**src/rtl/ais_pkg.sv**
```systemverilog
package ais_pkg;
    localparam int BLOCKS_PER_SF = 8;
    localparam int SUBFRAMES     = 7;
    localparam int BLK_W         = 3;
    localparam int SF_W          = 3;
    localparam int X_SUBFRAMES   = 2;

    typedef enum logic [1:0] {
        ST_IDLE,
        ST_ARMING,
        ST_ALARM,
        ST_RELEASING
    } ais_state_e;
endpackage

```
**src/rtl/ais_position_counter.sv**
```systemverilog
module ais_position_counter
    import ais_pkg::*;
#(
    parameter int BLOCK_BITS = 85,
    localparam int BW = $clog2(BLOCK_BITS)
) (
    input  logic             clk,
    input  logic             rst_n,
    input  logic             frame_start,
    output logic [BW-1:0]    bit_idx,
    output logic [BLK_W-1:0] blk_idx,
    output logic [SF_W-1:0]  sf_idx,
    output logic             last_bit
);
    logic [BW-1:0]    bit_q;
    logic [BLK_W-1:0] blk_q;
    logic [SF_W-1:0]  sf_q;

    always_comb begin
        if (frame_start) begin
            bit_idx = '0;
            blk_idx = '0;
            sf_idx  = '0;
        end else begin
            bit_idx = bit_q;
            blk_idx = blk_q;
            sf_idx  = sf_q;
        end
        last_bit = (bit_idx == BW'(BLOCK_BITS - 1)) &&
                   (blk_idx == BLK_W'(BLOCKS_PER_SF - 1)) &&
                   (sf_idx  == SF_W'(SUBFRAMES - 1));
    end

    always_ff @(posedge clk or negedge rst_n) begin
        if (!rst_n) begin
            bit_q <= '0;
            blk_q <= '0;
            sf_q  <= '0;
        end else if (bit_idx == BW'(BLOCK_BITS - 1)) begin
            bit_q <= '0;
            if (blk_idx == BLK_W'(BLOCKS_PER_SF - 1)) begin
                blk_q <= '0;
                sf_q  <= (sf_idx == SF_W'(SUBFRAMES - 1)) ? '0 : sf_idx + 1'b1;
            end else begin
                blk_q <= blk_idx + 1'b1;
                sf_q  <= sf_idx;
            end
        end else begin
            bit_q <= bit_idx + 1'b1;
            blk_q <= blk_idx;
            sf_q  <= sf_idx;
        end
    end

    p_wrap_r8: assert property (@(posedge clk) disable iff (!rst_n)
        last_bit |=> (bit_q == '0 && blk_q == '0 && sf_q == '0));

    p_bit_range_r8: assert property (@(posedge clk) disable iff (!rst_n)
        bit_q < BW'(BLOCK_BITS));
endmodule

```
**src/rtl/ais_frame_checker.sv**
```systemverilog
module ais_frame_checker
    import ais_pkg::*;
#(
    parameter int BLOCK_BITS = 85,
    localparam int BW = $clog2(BLOCK_BITS)
) (
    input  logic             clk,
    input  logic             rst_n,
    input  logic             rx_bit,
    input  logic             frame_start,
    input  logic [BW-1:0]    bit_idx,
    input  logic [BLK_W-1:0] blk_idx,
    input  logic [SF_W-1:0]  sf_idx,
    input  logic             last_bit,
    output logic             frame_done,
    output logic             full_ok,
    output logic             pay_ok
);
    logic acc_full_q, acc_pay_q;
    logic run_full, run_pay;
    logic is_oh, is_x, is_c, oh_good, bit_pay_good, bit_full_good;

    always_comb begin
        is_oh = (bit_idx == '0);
        is_x  = (blk_idx == '0) && (sf_idx < SF_W'(X_SUBFRAMES));
        is_c  = (blk_idx == BLK_W'(2)) || (blk_idx == BLK_W'(4)) ||
                (blk_idx == BLK_W'(6));
        if (is_x)      oh_good = rx_bit;
        else if (is_c) oh_good = !rx_bit;
        else           oh_good = 1'b1;
        bit_pay_good  = is_oh ? 1'b1 : (rx_bit == bit_idx[0]);
        bit_full_good = is_oh ? oh_good : bit_pay_good;
        run_full = (frame_start ? 1'b1 : acc_full_q) & bit_full_good;
        run_pay  = (frame_start ? 1'b1 : acc_pay_q) & bit_pay_good;
        frame_done = last_bit;
        full_ok    = last_bit & run_full;
        pay_ok     = last_bit & run_pay;
    end

    always_ff @(posedge clk or negedge rst_n) begin
        if (!rst_n) begin
            acc_full_q <= 1'b1;
            acc_pay_q  <= 1'b1;
        end else if (last_bit) begin
            acc_full_q <= 1'b1;
            acc_pay_q  <= 1'b1;
        end else begin
            acc_full_q <= run_full;
            acc_pay_q  <= run_pay;
        end
    end

    p_full_needs_payload_r2: assert property (@(posedge clk) disable iff (!rst_n)
        full_ok |-> pay_ok);

    p_verdict_on_last_r8: assert property (@(posedge clk) disable iff (!rst_n)
        (full_ok || pay_ok) |-> frame_done);
endmodule

```
**src/rtl/ais_alarm_fsm.sv**
```systemverilog
module ais_alarm_fsm
    import ais_pkg::*;
#(
    parameter int SET_FRAMES   = 63,
    parameter int CLEAR_FRAMES = 4,
    localparam int MAXT = (SET_FRAMES > CLEAR_FRAMES) ? SET_FRAMES : CLEAR_FRAMES,
    localparam int CW   = $clog2(MAXT + 1)
) (
    input  logic clk,
    input  logic rst_n,
    input  logic frame_done,
    input  logic full_ok,
    input  logic pay_ok,
    output logic ais_alarm
);
    ais_state_e state_q, state_d;
    logic [CW-1:0] cnt_q, cnt_d;
    logic [CW-1:0] cnt_inc;

    always_ff @(posedge clk or negedge rst_n) begin
        if (!rst_n) begin
            state_q <= ST_IDLE;
            cnt_q   <= '0;
        end else begin
            state_q <= state_d;
            cnt_q   <= cnt_d;
        end
    end

    always_comb begin
        state_d = state_q;
        cnt_d   = cnt_q;
        cnt_inc = cnt_q + 1'b1;
        if (frame_done) begin
            unique case (state_q)
                ST_IDLE: if (full_ok) begin
                    state_d = (SET_FRAMES == 1) ? ST_ALARM : ST_ARMING;
                    cnt_d   = (SET_FRAMES == 1) ? '0 : CW'(1);
                end
                ST_ARMING: if (!full_ok) begin
                    state_d = ST_IDLE;
                    cnt_d   = '0;
                end else if (cnt_inc == CW'(SET_FRAMES)) begin
                    state_d = ST_ALARM;
                    cnt_d   = '0;
                end else begin
                    cnt_d = cnt_inc;
                end
                ST_ALARM: if (!pay_ok) begin
                    state_d = (CLEAR_FRAMES == 1) ? ST_IDLE : ST_RELEASING;
                    cnt_d   = (CLEAR_FRAMES == 1) ? '0 : CW'(1);
                end
                ST_RELEASING: if (pay_ok) begin
                    state_d = ST_ALARM;
                    cnt_d   = '0;
                end else if (cnt_inc == CW'(CLEAR_FRAMES)) begin
                    state_d = ST_IDLE;
                    cnt_d   = '0;
                end else begin
                    cnt_d = cnt_inc;
                end
                default: begin
                    state_d = ST_IDLE;
                    cnt_d   = '0;
                end
            endcase
        end
    end

    always_comb begin
        unique case (state_q)
            ST_ALARM, ST_RELEASING: ais_alarm = 1'b1;
            default:                ais_alarm = 1'b0;
        endcase
    end

    p_rise_after_good_r5: assert property (@(posedge clk) disable iff (!rst_n)
        $rose(ais_alarm) |-> $past(frame_done && full_ok));

    p_fall_after_bad_r7: assert property (@(posedge clk) disable iff (!rst_n)
        $fell(ais_alarm) |-> $past(frame_done && !pay_ok));

    p_hold_between_r5: assert property (@(posedge clk) disable iff (!rst_n)
        !frame_done |=> $stable(ais_alarm));

    p_count_bound_r6: assert property (@(posedge clk) disable iff (!rst_n)
        cnt_q < CW'(MAXT));
endmodule

```
**src/rtl/ds3_ais_detect.sv**
```systemverilog
module ds3_ais_detect
    import ais_pkg::*;
#(
    parameter int BLOCK_BITS   = 85,
    parameter int SET_FRAMES   = 63,
    parameter int CLEAR_FRAMES = 4
) (
    input  logic clk,
    input  logic rst_n,
    input  logic rx_bit,
    input  logic mframe_start,
    output logic ais_alarm
);
    localparam int BW = $clog2(BLOCK_BITS);

    logic [BW-1:0]    bit_idx;
    logic [BLK_W-1:0] blk_idx;
    logic [SF_W-1:0]  sf_idx;
    logic             last_bit, frame_done, full_ok, pay_ok;

    ais_position_counter #(.BLOCK_BITS(BLOCK_BITS)) u_pos (
        .clk(clk), .rst_n(rst_n), .frame_start(mframe_start),
        .bit_idx(bit_idx), .blk_idx(blk_idx), .sf_idx(sf_idx),
        .last_bit(last_bit)
    );

    ais_frame_checker #(.BLOCK_BITS(BLOCK_BITS)) u_chk (
        .clk(clk), .rst_n(rst_n), .rx_bit(rx_bit), .frame_start(mframe_start),
        .bit_idx(bit_idx), .blk_idx(blk_idx), .sf_idx(sf_idx),
        .last_bit(last_bit), .frame_done(frame_done),
        .full_ok(full_ok), .pay_ok(pay_ok)
    );

    ais_alarm_fsm #(.SET_FRAMES(SET_FRAMES), .CLEAR_FRAMES(CLEAR_FRAMES)) u_fsm (
        .clk(clk), .rst_n(rst_n), .frame_done(frame_done),
        .full_ok(full_ok), .pay_ok(pay_ok), .ais_alarm(ais_alarm)
    );

    p_reset_quiet_r1: assert property (@(posedge clk) disable iff (!rst_n)
        $rose(ais_alarm) |-> $past(last_bit));
endmodule

```
**config.mk**
```make
export PLATFORM = sky130hd
export DESIGN_NAME = ds3_ais_detect
export DESIGN_NICKNAME = d
export VERILOG_FILES = /design/src/rtl/ais_pkg.sv /design/src/rtl/ais_position_counter.sv /design/src/rtl/ais_frame_checker.sv /design/src/rtl/ais_alarm_fsm.sv /design/src/rtl/ds3_ais_detect.sv
export SDC_FILE = /design/constraint.sdc
export NUM_CORES = 1
export LEC_CHECK = 0
export ABC_AREA = 1
export CAP_MARGIN = 15
export CORE_MARGIN = 3
export CORE_UTILIZATION = 55
export CTS_CLUSTER_DIAMETER = 80
export CTS_CLUSTER_SIZE = 10
export DETAILED_ROUTE_END_ITERATION = 8
export PLACE_DENSITY = 0.74
export RECOVER_POWER = 25
export SYNTH_ARGS = -nofsm -noshare
export SYNTH_HDL_FRONTEND = slang
export SYNTH_SLANG_ARGS = --single-unit
```
**constraint.sdc**
```tcl
create_clock -name clk -period 2.3 [get_ports clk]
set_clock_uncertainty 0.1 [all_clocks]
set_input_delay 0.575 -clock clk [delete_from_list [all_inputs] [get_ports clk]]
set_output_delay 0.575 -clock clk [all_outputs]
set_load 0.02 [all_outputs]
```
==> key figures, run 1 <==
Yosys
  – Post-Syn Area per Cell: around 7.3 sq um
  – Synth Cell Area: about 1600 sq um
  – Post-synthesis mux area share: 0%
  – Post-synthesis adder-cell area fraction: under 10%
  – Compound-cell area share of the yosys netlist: 8.758%
  – Yosys Warn Count: 0
  – Ys async rst share: between 90% and 100%
  – Post-Synth Simple-Gate Area: a little over a third
  – Largest area contributor in the netlist: dfrtp_1
  – Distinct cells, synth: 34
  – Synthesized flop and latch total: 23
  – Post-synth EDFFs: 0
  – Main combinational cell family by area after synthesis: simple AND/OR/NAND/NOR gates
  – Sequential share of the synthesized area: between 30% and 40%
  – Top cells by area, synth: dfrtp_1 33%, nand2_1 14%, inv_1 7.4%, ha_1 6.4%, nor2_1 5.7%
  – Top_reg_cell synth: dfrtp_1
  – Synth Instances: ~210
  – Synth Area in XOR/XNOR: ~2.2%
  – Syn Nets: ~230
  – Top cell type's share of synthesized area: about a third

Route
  – Vias/cell: between 5 and 6
  – Via Count: between 1000 and 1500
  – Wire length per cell: approximately 11 um
  – Post-route ant nets: 0
  – DR iter-0 viols: 73
  – Number of remaining DRC errors: 0
  – WL final: 3116 um
  – Drt first pass iters: 5

Finish
  – Fillers: 215
  – Fraction of layout cells with a size suffix above 1: 19.42%
  – Diodes inserted: 0
  – Nets: about 260
  – Commonest non-fill, non-tap cell in the layout: nand2_1
  – Final non-filler cell area: 1823 sq um
  – Area delta synth->final: 16.00%
  – Commonest cells after routing, fill and taps aside: 57 x nand2_1, 31 x inv_1, 24 x nor2_1
  – Fin util: between 70% and 80%

Power
  – Sequential share of power: 58.3%
  – Clk pwr share: approximately a quarter
  – Int Power: around 540 uW
  – VDD IR-drop max: roughly 0.38 mV
  – Switching share of power: 26.51%
  – Power density over cell area: ~400 nW/um^2
  – Leak: about 0.99 nW
  – NetSw: slightly below 200 uW
  – Total chip power: ~730 uW
  – Logic pwr share: 15.0%

Place
  – IO buf count: 4
  – GPL Wtd Cong: just under 0.9
  – Area post-placement: between 1500 and 2000 sq um
  – Dpl hpwl: ~2400 um

Outcome
  – Status: complete, no violations

Die
  – Die width: a little under 60 um
  – Initial standard-cell utilization of the core: about three fifths
  – Die H: just under 60 um
  – Die area: 3535 sq um
  – Core area: approximately 2600 sq um
  – Cell Rows: 18
  – # IOs: 5

Worst setup path
  – CP top delay family: buffers and inverters
  – Slowest CP cell: clkdlybuf4s50_1
  – Critical path's largest stage delay: about 640 ps
  – Crit Path Class: flop to primary output
  – Critical path launch point type: flop
  – Critical path fanouts, max: 6
  – Critical path data arrival time: ~1400 ps
  – Worst Path Required: approximately 1600 ps
  – Critical Path Sink Type: primary output
  – CP cell instances: clkdlybuf4s50_1
  – Worst path bufs/invs: 1

Clock tree
  – Clk slew on worst S/H paths: roughly 130 ps
  – Clock Tree Buf Depth: 2
  – Worst-Skew Late Latency: ~320 ps
  – TritonCTS clock tree: built
  – Root Buffer: clkbuf_4
  – CTS buffer count: 3
  – Post-CTS Hold Buffers: 0
  – Htree depth: 1
  – Sink Count: 23
  – Post-CTS setup buffer count: 0

Timing
  – Rel. slew slack: approximately 15%
  – Final hold viol count: 0
  – Max Clock Freq: roughly 480 MHz
  – Period utilization: about nine tenths
  – Min Tclk post-route: 2089 ps
  – Max Slew Vio Count: 0
  – Total negative slack: 0 ps
  – RSZ-0062 raised after global routing: false
  – Worst slew pin tran: 1269 ps
  – Final setup fails: 0

GRT
  – GRT overflow: 0
  – Pin count of the biggest net entering global routing: 24
  – Total track usage: 20.69%
  – Initial antenna violation count: 0
  – First-pass GRT wire length: ~5600 um
  – Vias in the first global route: between 1000 and 1500

Flow run
  – Max cap viols: 0

Min path
  – Hold crit path type: flop to flop
## cell usage after synthesis, types with 2 or more instances
master and number:
nand2_2 3, nor2_1 24, nand3_2 2, inv_1 31, dfstp_2 2, nor3_1 2
nand4_1 5, xor2_1 3, nand3_1 14, nor2_2 2, o21ai_1 3, clkbuf_1 2
dfrtp_1 21, nand2_4 2, ha_1 8, a21oi_1 4, o21ai_0 11, nand3b_1 2
nand2_1 57, inv_2 2
## flip-flops by register name (all words and copies together), names as in the netlist
register          count
u_chk.acc_full_q      1
u_fsm.state_q         2
u_pos.blk_q           3
u_fsm.cnt_q           6
u_chk.acc_pay_q       1
u_pos.sf_q            3
u_pos.bit_q           7
## stage by stage
| step | cells | setup slack [ps] | hold WS, ps |
|---|---|---|---|
| after floorplan | 214 | 161.0 | 179.4 |
| after global placement | 268 | -461.8 | 358.1 |
| after detailed placement | 268 | -545.5 | 363.3 |
| after CTS | 272 | 76.03 | 384.1 |
| after global routing | 272 | 29.77 | 403.7 |
| final | 272 | 210.7 | 387.5 |
## layer usage
| metal | wire (um) | GRT usage, % | share of wire [%] |
|---|---|---|---|
| met1 | 1600 | 29.58 | 51 |
| met2 | 1378 | 31.67 | 44 |
| met3 | 76 | 1.961 | 2.4 |
| met4 | 60 | 8.738 | 1.9 |
| met5 | 0 | 0 | 0 |
## power groups by stage
stage / sequential [mW] / combinational (mW) / clock, mW
after floorplan: 0.432 / 0.0617 / 0
after global placement: 0.433 / 0.108 / 0
after detailed placement: 0.434 / 0.110 / 0
after CTS: 0.426 / 0.110 / 0.208
after global routing: 0.427 / 0.123 / 0.218
final: 0.426 / 0.109 / 0.195
## final cells by class
| type | count | area, sq um | area share [%] |
|---|---|---|---|
| multi-input cells | 153 | 843.3 | 46.26 |
| repair buffers | 27 | 203.9 | 11.19 |
| flip-flops and latches | 23 | 578.1 | 31.71 |
| clock buffers | 4 | 26.28 | 1.441 |
| well taps | 30 | 37.54 | 2.059 |
| inverters | 35 | 133.9 | 7.344 |
## timing repair
item | CTS | global route
pin swaps | 0 | 1
resized for setup | 2 | 3
setup endpoints to repair | 8 | 8
## worst paths after layout
path,startpoint,end,slack (ps),cells past startpoint
setup / recovery,u_fsm.state_q[1]$_DFFE_PN0P_,ais_alarm,210,1
max in group asynchronous,rst_n,u_fsm.cnt_q[0]$_DFFE_PN0P_,430,2
setup reg to reg,u_pos.bit_q[1]$_DFF_PN0_,u_fsm.cnt_q[2]$_DFFE_PN0P_,260,15
hold reg to reg,u_pos.blk_q[0]$_DFF_PN0_,u_pos.blk_q[0]$_DFF_PN0_,390,1
hold / removal,u_pos.blk_q[0]$_DFF_PN0_,u_pos.blk_q[0]$_DFF_PN0_,390,1
min in group asynchronous,rst_n,u_pos.bit_q[3]$_DFF_PN0_,930,2
## cell families after synthesis
logic type | count (synthesis)
buffers and inverters | 38
XOR/XNOR | 4
adder cells (fa/ha/maj) | 8
flip-flops | 23
AO/OA/AOI/OAI | 23
AND/OR/NAND/NOR | 118
No activity file was read; power rests on OpenSTA's default activity.
==> inputs of run 2 (changes only) <==
--- a/config.mk
+++ b/config.mk
@@ -12,6 +12,7 @@
 export CTS_CLUSTER_DIAMETER = 80
 export CTS_CLUSTER_SIZE = 10
 export DETAILED_ROUTE_END_ITERATION = 8
+export MAX_ROUTING_LAYER = met4
 export PLACE_DENSITY = 0.74
 export RECOVER_POWER = 25
 export SYNTH_ARGS = -nofsm -noshare
==> key figures, run 2 (same netlist as run 1, synthesis figures left out) <==
Place
  – IO buf count: 4 (unchanged)
  – DP Cell Count: 269 (+0.37%)
  – Dpl hpwl: 2453 um (+1.9%)
  – GPL Wtd Cong: 0.9084 (+2.6%)
  – Area post-placement: 1810 sq um (+0.42%)

Finish
  – Commonest cells after routing, fill and taps aside: 57 x nand2_1, 31 x inv_1, 24 x nor2_1
  – Nets: 256 (+0.39%)
  – Top flop regs: u_pos.bit_q (7), u_fsm.cnt_q (6)
  – Commonest non-fill, non-tap cell in the layout: nand2_1
  – Fraction of layout cells with a size suffix above 1: 19.75% (+0.33 points)
  – Final std cells w/o fill: 273 (+0.37%)
  – Area delta synth->final: 17.12%
  – Diodes inserted: 0 (unchanged)
  – Max reg flops: 7 (unchanged)
  – Fillers: 224 (+4.2%)
  – Top reg by flops: u_pos.bit_q
  – Final non-filler cell area: 1841 sq um (+0.96%)

Worst setup path
  – CP cell instances: clkdlybuf4s50_1
  – Critical path data arrival time: 1400 ps (about the same)
  – Critical path fanouts, max: 6 (unchanged)
  – Reg-to-reg startpoint: u_pos.bit_q[1]$_DFF_PN0_
  – Reg2Reg Depth: 15 (unchanged)
  – Worst path bufs/invs: 1 (unchanged)
  – Critical path launch point type: flop
  – Crit Path Class: flop to primary output
  – Crit path depth: 1 (unchanged)
  – Slowest CP cell: clkdlybuf4s50_1
  – CP top delay family: buffers and inverters
  – Critical Path Sink Type: primary output
  – Worst flop-to-flop path endpoint: u_fsm.cnt_q[4]$_DFFE_PN0P_
  – Worst Path Required: 1620 ps (about the same)
  – Critical path's largest stage delay: 640 ps (about the same)
  – Reg2Reg Setup Slack: 280 ps (+20 ps)

Flow run
  – Max cap viols: 0 (unchanged)

Die
  – Cell Rows: 18 (unchanged)
  – Die H: 59.46 um (unchanged)
  – Die area: 3535 sq um (unchanged)
  – Die width: 59.46 um (unchanged)
  – Core area: 2590 sq um (unchanged)
  – Initial standard-cell utilization of the core: 60.68% (unchanged)
  – # IOs: 5 (unchanged)

Route
  – WL final: 3099 um (-0.55%)
  – Wire length per cell: 11.35 um (-0.91%)
  – Vias/cell: 5.121 (-0.51%)
  – Via Count: 1398 (-0.14%)
  – Drt first pass iters: 4 (-1)
  – Post-route ant nets: 0 (unchanged)
  – Number of remaining DRC errors: 0 (unchanged)
  – DR iter-0 viols: 114 (+56%)

Power
  – Power density over cell area: 396.1 nW/um^2 (-1.1%)
  – Leak: 1.002 nW (+0.80%)
  – Logic pwr share: 15.5% (+0.5 points)
  – NetSw: 190.8 uW (-1.4%)
  – Sequential share of power: 58.4% (about the same)
  – Clk pwr share: 26.1% (-0.6 points)
  – Switching share of power: 26.17% (-0.34 points)
  – VDD IR-drop max: 0.3593 mV (-5.1%)
  – Int Power: 538.2 uW (+0.34%)

Clock tree
  – Clk slew on worst S/H paths: 130 ps (about the same)
  – CTS buffer count: 3 (unchanged)
  – TritonCTS clock tree: built
  – Sink Count: 23 (unchanged)
  – Clock Tree Buf Depth: 2 (unchanged)
  – Post-CTS setup buffer count: 0 (unchanged)
  – Worst-Skew Late Latency: 320 ps (about the same)
  – Root Buffer: clkbuf_4
  – Htree depth: 1 (unchanged)

Timing
  – Min Tclk post-route: 2071 ps (-18.50 ps)
  – Rel. slew slack: 15.47% (+0.037 points)
  – Total negative slack: 0 ps (unchanged)
  – Hold_ws: 382.1 ps (-5.430 ps)
  – Period utilization: 90.03% (-0.80 points)
  – Final hold viol count: 0 (unchanged)
  – Max Slew Vio Count: 0 (unchanged)
  – RSZ-0062 raised after global routing: false
  – Worst slew pin tran: 1268 ps (-0.5528 ps)
  – Final setup fails: 0 (unchanged)
  – Max Clock Freq: 482.9 MHz (+0.89%)

GRT
  – Vias in the first global route: 1433 (+8.4%)
  – Pin count of the biggest net entering global routing: 24 (unchanged)
  – Initial antenna violation count: 0 (unchanged)
  – Total track usage: 21.92% (+1.2 points)
  – First-pass GRT wire length: 5733 um (+2.6%)
  – GRT overflow: 0 (unchanged)

Min path
  – Worst hold path depth: 1 (unchanged)
  – Hold crit path type: flop to flop
  – Hold endpoint: u_pos.blk_q[0]$_DFF_PN0_
  – Min-delay src: u_pos.blk_q[0]$_DFF_PN0_

Outcome
  – Status: complete, no violations
[run 2: cell types whose count changed in the layout (fill, tap and decap cells not counted)]
cell | before | now
a21boi_0 | 0 | 1
a21boi_1 | 1 | 0
buf_4 | 22 | 23
ha_2 | 1 | 0
ha_4 | 0 | 1
[run 2: stage by stage]
step | total power, mW | util [%] | setup WS, ps
after detailed placement | 0.5448 | 69.90 | -579.5
after floorplan | 0.4938 | - | 161.0
after CTS | 0.7369 | 70.87 | 12.39
after global placement | 0.5409 | 69.90 | -467.4
after global routing | 0.7730 | 71.06 | 11.88
final | 0.7290 | 71.06 | 229.2
[run 2: how the worst max path moves through the flow]
stage	slack [ps]	end	start
final	230	ais_alarm	u_fsm.state_q[1]$_DFFE_PN0P_
after global routing	10	u_fsm.cnt_q[2]$_DFFE_PN0P_	mframe_start
after CTS	10	u_fsm.cnt_q[4]$_DFFE_PN0P_	mframe_start
after detailed placement	-580	u_fsm.cnt_q[4]$_DFFE_PN0P_	mframe_start
after global placement	-470	u_fsm.cnt_q[0]$_DFFE_PN0P_	mframe_start
after floorplan	160	u_fsm.cnt_q[2]$_DFFE_PN0P_	mframe_start
[run 2: repair_timing]
item,CTS,global route
pin swaps,0,2
gates resized for setup,1,4
hold buffers,0,0
endpoints found under the setup margin,8,8
[run 2: final cells by class]
cell class | count | area [sq um] | share of cell area [%]
Inverter | 35 | 133.9 | 7.274
Multi-Input combinational cell | 153 | 853.3 | 46.36
Clock buffer | 4 | 26.28 | 1.428
Timing Repair Buffer | 28 | 211.5 | 11.49
Sequential cell | 23 | 578.1 | 31.41
Tap cell | 30 | 37.54 | 2.039
[run 2: routing by layer]
layer  GRT usage, %  up-vias  share of wire [%]
met5              -        -                  0
met4          10.03        0                1.9
met3          2.397        5                2.6
met2          34.32       15                 47
met1          28.32      646                 48
li1               -      732                  -
[run 2: power by group through the flow]
stage	Sequential [mW]	Combinational, mW	Clock [mW]
floorplan	0.432	0.0617	0
global placement	0.433	0.108	0
detailed placement	0.433	0.112	0
CTS	0.426	0.112	0.200
global route	0.428	0.130	0.215
finish	0.426	0.113	0.190
